[src/rtl/gpio_pkg.sv]
package gpio_pkg;

    localparam int unsigned DEF_PINS   = 8;
    localparam int unsigned DEF_ADDR_W = 12;
    localparam int unsigned DEF_SYNC   = 2;

    // Which register an access selects
    typedef enum logic [1:0] {
        RGN_DATA = 2'd0,
        RGN_DIR  = 2'd1,
        RGN_IEN  = 2'd2,
        RGN_NONE = 2'd3
    } region_e;

    // Decoded bus access
    typedef struct packed {
        region_e region;
        logic    wr;
    } acc_t;

    function automatic logic writes_to(acc_t a, region_e r);
        return a.wr && (a.region == r);
    endfunction

endpackage

[src/rtl/gpio_addr_decode.sv]
module gpio_addr_decode
    import gpio_pkg::*;
#(
    parameter int unsigned N_PINS = DEF_PINS,
    parameter int unsigned ADDR_W = DEF_ADDR_W,
    parameter logic [ADDR_W-1:0] DIR_OFS = 'h400,
    parameter logic [ADDR_W-1:0] IEN_OFS = 'h410
) (
    input  logic [ADDR_W-1:0] addr,
    input  logic              wen,
    output acc_t              acc,
    output logic [N_PINS-1:0] mask
);
    localparam int unsigned MASK_LO = 2;
    localparam int unsigned MASK_HI = N_PINS + MASK_LO - 1;

    logic in_window;

    // The data window is every address whose bits above the mask are zero
    assign in_window = (addr[ADDR_W-1:MASK_HI+1] == '0);
    assign mask      = addr[MASK_HI:MASK_LO];

    always_comb begin
        acc.wr = wen;
        if (in_window)
            acc.region = RGN_DATA;
        else if (addr == DIR_OFS)
            acc.region = RGN_DIR;
        else if (addr == IEN_OFS)
            acc.region = RGN_IEN;
        else
            acc.region = RGN_NONE;
    end

endmodule

[src/rtl/gpio_in_sync.sv]
module gpio_in_sync #(
    parameter int unsigned N_PINS = gpio_pkg::DEF_PINS,
    parameter int unsigned STAGES = gpio_pkg::DEF_SYNC
) (
    input  logic              clk,
    input  logic              rst,
    input  logic [N_PINS-1:0] raw,
    output logic [N_PINS-1:0] synced
);
    logic [N_PINS-1:0] stage_q [STAGES];

    for (genvar s = 0; s < STAGES; s++) begin : g_stage
        if (s == 0) begin : g_first
            always_ff @(posedge clk) begin
                if (rst) stage_q[0] <= '0;
                else     stage_q[0] <= raw;
            end
        end else begin : g_next
            always_ff @(posedge clk) begin
                if (rst) stage_q[s] <= '0;
                else     stage_q[s] <= stage_q[s-1];
            end
        end
    end

    assign synced = stage_q[STAGES-1];

endmodule

[src/rtl/gpio_ctrl_regs.sv]
module gpio_ctrl_regs
    import gpio_pkg::*;
#(
    parameter int unsigned N_PINS = DEF_PINS
) (
    input  logic              clk,
    input  logic              rst,
    input  acc_t              acc,
    input  logic [N_PINS-1:0] mask,
    input  logic [N_PINS-1:0] wdata,
    output logic [N_PINS-1:0] dir_q,
    output logic [N_PINS-1:0] out_q,
    output logic [N_PINS-1:0] ien_q
);
    logic dir_we, ien_we, dat_we;

    assign dir_we = writes_to(acc, RGN_DIR);
    assign ien_we = writes_to(acc, RGN_IEN);
    assign dat_we = writes_to(acc, RGN_DATA);

    always_ff @(posedge clk) begin
        if (rst) begin
            dir_q <= '0;
            ien_q <= '0;
        end else begin
            if (dir_we) dir_q <= wdata;
            if (ien_we) ien_q <= wdata;
        end
    end

    // Per-pin data flop: updated only for masked pins that are outputs
    for (genvar i = 0; i < N_PINS; i++) begin : g_bit
        always_ff @(posedge clk) begin
            if (rst)
                out_q[i] <= 1'b0;
            else if (dat_we && mask[i] && dir_q[i])
                out_q[i] <= wdata[i];
        end
    end

endmodule

[src/rtl/gpio_read_mux.sv]
module gpio_read_mux
    import gpio_pkg::*;
#(
    parameter int unsigned N_PINS = DEF_PINS
) (
    input  logic              clk,
    input  logic              rst,
    input  acc_t              acc,
    input  logic [N_PINS-1:0] mask,
    input  logic [N_PINS-1:0] dir_q,
    input  logic [N_PINS-1:0] out_q,
    input  logic [N_PINS-1:0] ien_q,
    input  logic [N_PINS-1:0] pins_s,
    output logic [N_PINS-1:0] rdata
);
    logic [N_PINS-1:0] level;
    logic [N_PINS-1:0] rd_nxt;

    // Outputs report what is driven, inputs report what is sampled
    assign level = (dir_q & out_q) | (~dir_q & pins_s);

    always_comb begin
        unique case (acc.region)
            RGN_DATA: rd_nxt = level & mask;
            RGN_DIR:  rd_nxt = dir_q;
            RGN_IEN:  rd_nxt = ien_q;
            default:  rd_nxt = '0;
        endcase
    end

    always_ff @(posedge clk) begin
        if (rst) rdata <= '0;
        else     rdata <= rd_nxt;
    end

endmodule

[src/rtl/gpio_port_regs.sv]
module gpio_port_regs
    import gpio_pkg::*;
#(
    parameter int unsigned N_PINS = DEF_PINS,
    parameter int unsigned ADDR_W = DEF_ADDR_W,
    parameter int unsigned SYNC_STAGES = DEF_SYNC,
    parameter logic [ADDR_W-1:0] DIR_OFS = 'h400,
    parameter logic [ADDR_W-1:0] IEN_OFS = 'h410
) (
    input  logic              clk,
    input  logic              rst,
    input  logic [ADDR_W-1:0] bus_addr,
    input  logic              bus_wen,
    input  logic [N_PINS-1:0] bus_wdata,
    output logic [N_PINS-1:0] bus_rdata,
    input  logic [N_PINS-1:0] pin_in,
    output logic [N_PINS-1:0] pin_out,
    output logic [N_PINS-1:0] pin_oe,
    output logic [N_PINS-1:0] irq_en
);
    acc_t              acc;
    logic [N_PINS-1:0] mask;
    logic [N_PINS-1:0] dir_q, out_q, ien_q, pins_s;

    gpio_addr_decode #(
        .N_PINS(N_PINS), .ADDR_W(ADDR_W),
        .DIR_OFS(DIR_OFS), .IEN_OFS(IEN_OFS)
    ) u_dec (
        .addr(bus_addr), .wen(bus_wen), .acc(acc), .mask(mask)
    );

    gpio_in_sync #(.N_PINS(N_PINS), .STAGES(SYNC_STAGES)) u_sync (
        .clk(clk), .rst(rst), .raw(pin_in), .synced(pins_s)
    );

    gpio_ctrl_regs #(.N_PINS(N_PINS)) u_regs (
        .clk(clk), .rst(rst), .acc(acc), .mask(mask), .wdata(bus_wdata),
        .dir_q(dir_q), .out_q(out_q), .ien_q(ien_q)
    );

    gpio_read_mux #(.N_PINS(N_PINS)) u_rd (
        .clk(clk), .rst(rst), .acc(acc), .mask(mask),
        .dir_q(dir_q), .out_q(out_q), .ien_q(ien_q), .pins_s(pins_s),
        .rdata(bus_rdata)
    );

    assign pin_out = out_q;
    assign pin_oe  = dir_q;
    assign irq_en  = ien_q;

endmodule

[config.mk]
export PLATFORM = sky130hd
export DESIGN_NAME = gpio_port_regs
export DESIGN_NICKNAME = d
export VERILOG_FILES = /design/src/rtl/gpio_pkg.sv /design/src/rtl/gpio_addr_decode.sv /design/src/rtl/gpio_in_sync.sv /design/src/rtl/gpio_ctrl_regs.sv /design/src/rtl/gpio_read_mux.sv /design/src/rtl/gpio_port_regs.sv
export SDC_FILE = /design/constraint.sdc
export NUM_CORES = 1
export LEC_CHECK = 0
export BUFFER_PORTS_ARGS = -buffer_cell sky130_fd_sc_hd__buf_2
export CAP_MARGIN = 20
export CORE_ASPECT_RATIO = 0.9
export CORE_MARGIN = 2
export CORE_UTILIZATION = 49
export CTS_CLUSTER_SIZE = 30
export DETAILED_ROUTE_END_ITERATION = 10
export GPL_ROUTABILITY_DRIVEN = 0
export HOLD_SLACK_MARGIN = 0.15
export PLACE_DENSITY = 0.86
export SYNTH_ARGS = -nofsm -noshare
export SYNTH_HDL_FRONTEND = slang
export SYNTH_SLANG_ARGS = --single-unit
[constraint.sdc]
create_clock -name clk -period 2.2 [get_ports clk]
set_clock_uncertainty 0.15 [all_clocks]
set_input_delay 0.22 -clock clk [delete_from_list [all_inputs] [get_ports clk]]
set_output_delay 0.22 -clock clk [all_outputs]
set_load 0.03 [all_outputs]
==> summary.md <==
| Metric | Value |
|---|---|
| Status | `finished clean` |
| Startpoint Class | `input port` |
| Synth area leaders | `dfxtp_1 52%, mux2i_1 13%, nor2b_1 5.4%, nor2_1 5.1%, nand3_1 3.5%` |
| Crit path kind | `in -> reg` |
| Share of layout cells above drive strength 1 | `33.09%` |
| Via count | `1,677` |
| Area fraction of the dominant cell type after synthesis | `52.21%` |
| Cell family contributing the most delay on the critical path | `buffers and inverters` |
| Slowest CP cell | `dlygate4sd3_1` |
| Synthesized area per cell | `10.11 sq um` |
| DP Area | `0.002285 sq mm` |
| Count leader, synth | `dfxtp_1` |
| CTS H-tree lvls | `2` |
| Post-layout nets | `309` |
| Dominant synthesized flop cell | `dfxtp_1` |
| Core Footprint | `0.003652 sq mm` |
| Number of port buffers | `62` |
| Drt total wl | `4459 microns` |
| Mapped cell area | `0.001841 sq mm` |
| Clk buf depth | `2` |
| Largest net degree at the start of global routing | `41` |
| P_leak | `1.234 nW` |
| Router iterations before antenna repair | `4` |
| Number of global-route vias before repair | `1,614` |
| P per Cell Area | `581.5 mW/mm^2` |
| First-pass GRT wire length | `7148 microns` |
| DRT antenna net count | `0` |
| Synth Net Count | `213` |
| CP bufs+invs | `3` |
| Synth cell count leaders | `48 x dfxtp_1, 25 x nor2_1, 24 x mux2i_1` |
| RSZ-0062 raised after global routing | `false` |
| Setup bufs post-CTS | `0` |
| Antenna cells | `0` |
| GRT overflow | `0` |
| DR WL/cell | `13.76 microns` |
| Rel. slew slack | `55.08%` |
| Unique cell type count in the Yosys netlist | `24` |
| Max Cap Viol | `0` |
| Final TNS setup | `0 ns` |
| Fin util | `70.54%` |
| Largest area contributor in the netlist | `dfxtp_1` |
| CTS tree | `done` |
| Max Clk Rate | `525.6 MHz` |
| Slowest cell delay on critical path | `0.53 ns` |
| Peak VDD IR | `0.6067 mV` |
| Initial DRC count | `92` |
| Die X | `68.60 microns` |
| Final hold viol count | `0` |
| Clk pin slew, worst setup/hold paths | `0.08 ns` |
| Final Cell Area | `0.002576 sq mm` |
| Sink Count | `48` |
| Top fanout value on the critical path | `6` |
| Crit-path cells | `dlygate4sd3_1 > buf_2 > nand2b_1 > or4_1 > buf_4 > mux2i_1 > nor2_1` |
| Hold Slack | `0.1555 ns` |
| Yosys warnings | `0` |
| Post-CTS sizing | `0` |
| I/O Pins | `63` |
| Seq/Total Area, Yosys | `52.21%` |
| DIE HEIGHT | `62.14 microns` |
| Syn-to-layout area delta | `39.97%` |
| Placed Cells | `296` |
| Cell Count, Final, Fillers Out | `324` |
| Tcrit/Tclk final | `86.48%` |
| Hpwl dp | `3135 microns` |
| Cells after Synth | `182` |
| Flops & latches, synth | `48` |
| Post-route minimum period | `1.903 ns` |
| WP data required | `2.23 ns` |
| GRT Overall Usage | `22.23%` |
| Arr. time, crit path | `1.93 ns` |
| Via density per instance | `5.176` |
| Final setup vio count | `0` |
| Critical Path Sink Type | `flip-flop` |
| Initial antenna violation count | `0` |
| Initial Utilization | `50.39%` |
| HP Class | `in -> reg` |
| Root Buffer | `clkbuf_8` |
| Ys async rst share | `0%` |
| Post-synth EDFFs | `0` |
| DIE AREA | `0.004263 sq mm` |
| DRC | `0` |
| Number of buffers created by CTS | `5` |
| Site Rows | `21` |
| Least-Margin Pin Slew | `0.6725 ns` |
| Fin. max-slew vios | `0` |
| Insertion delay to the later sink of the worst-skew pair | `0.30 ns` |
area by class of cell:
type,instances,area [sq um]
flip-flops and latches,48,960.9
clock buffers,5,68.82
fillers,286,1076
clock inverters,2,12.51
well taps,46,57.56
repair buffers,98,633.1
multi-input cells,125,843.3
cells by family (layout without fill, tap and decap cells):
group                  after synthesis  in the layout  synth area share [%]
AO/OA/AOI/OAI                       20             20                 6.730
flip-flops                          48             48                 52.21
AND/OR/NAND/NOR                     76             76                 22.98
multiplexers                        29             29                 16.11
buffers and inverters                9            105                 1.972
routing by layer:
metal  global-route usage, %  share of wire, %  up-vias  routed length (microns)
met1                   28.98                44      789                     1954
met5                       0                 0        -                        0
met2                   34.38                47       56                     2088
li1                        -                 -      823                        -
met3                   6.341               7.6        9                      339
met4                   8.250               1.7        0                       76
worst reg2reg max path, cell delays in order (launching register included):
cell	delay, ns
dfxtp_1	0.42
mux2_2	0.36
nand3_1	0.09
a21oi_1	0.07
worst paths after layout:
check,end,from,cells past startpoint,slack (ns)
worst max-delay path,u_regs.dir_q[1],bus_addr[4],7,0.30
worst min register to register,u_sync.stage_q[1][7],u_sync.stage_q[0][7],1,0.29
worst max register to register,u_rd.rdata[2],u_regs.dir_q[2],3,0.96
worst min-delay path,u_regs.out_q[6],bus_addr[8],4,0.16
flip-flops by register name, summed over array words and instances, names as in the netlist:
signal          flops
u_sync.stage_q     16
u_rd.rdata          8
u_regs.dir_q        8
u_regs.ien_q        8
u_regs.out_q        8
repair_timing:
item                       CTS  global route
setup endpoints to repair    0             0
hold buffers                21             0
hold endpoints to repair    37             0
per-stage QoR:
step / setup WS [ns] / power [mW]
after floorplan: 0.1702 / 0.9435
after global placement: 0.1322 / 0.9958
after detailed placement: 0.07408 / 0.9970
after CTS: 0.3433 / 1.512
after global routing: 0.2595 / 1.565
final: 0.2975 / 1.498
power by group:
| group | internal [mW] | switching [mW] | leakage [nW] |
|---|---|---|---|
| sequential | 0.882 | 0.00347 | 0.390 |
| clock | 0.215 | 0.276 | 0.0400 |
| combinational | 0.0664 | 0.0557 | 0.804 |
cells in the final DEF, fill, tap and decap left out, drive strengths merged, types with 2 or more instances in the layout:
master / n
nand3: 13
nor2: 25
nor2b: 16
clkbuf: 5
and3: 6
nor4: 3
buf: 77
a22oi: 5
mux2: 5
a21oi: 8
mux2i: 24
o21bai: 2
dfxtp: 48
nand2: 3
dlygate4sd3: 21
nand2b: 4
or4: 2
o22ai: 3
No activity file was read; power rests on OpenSTA's default activity.
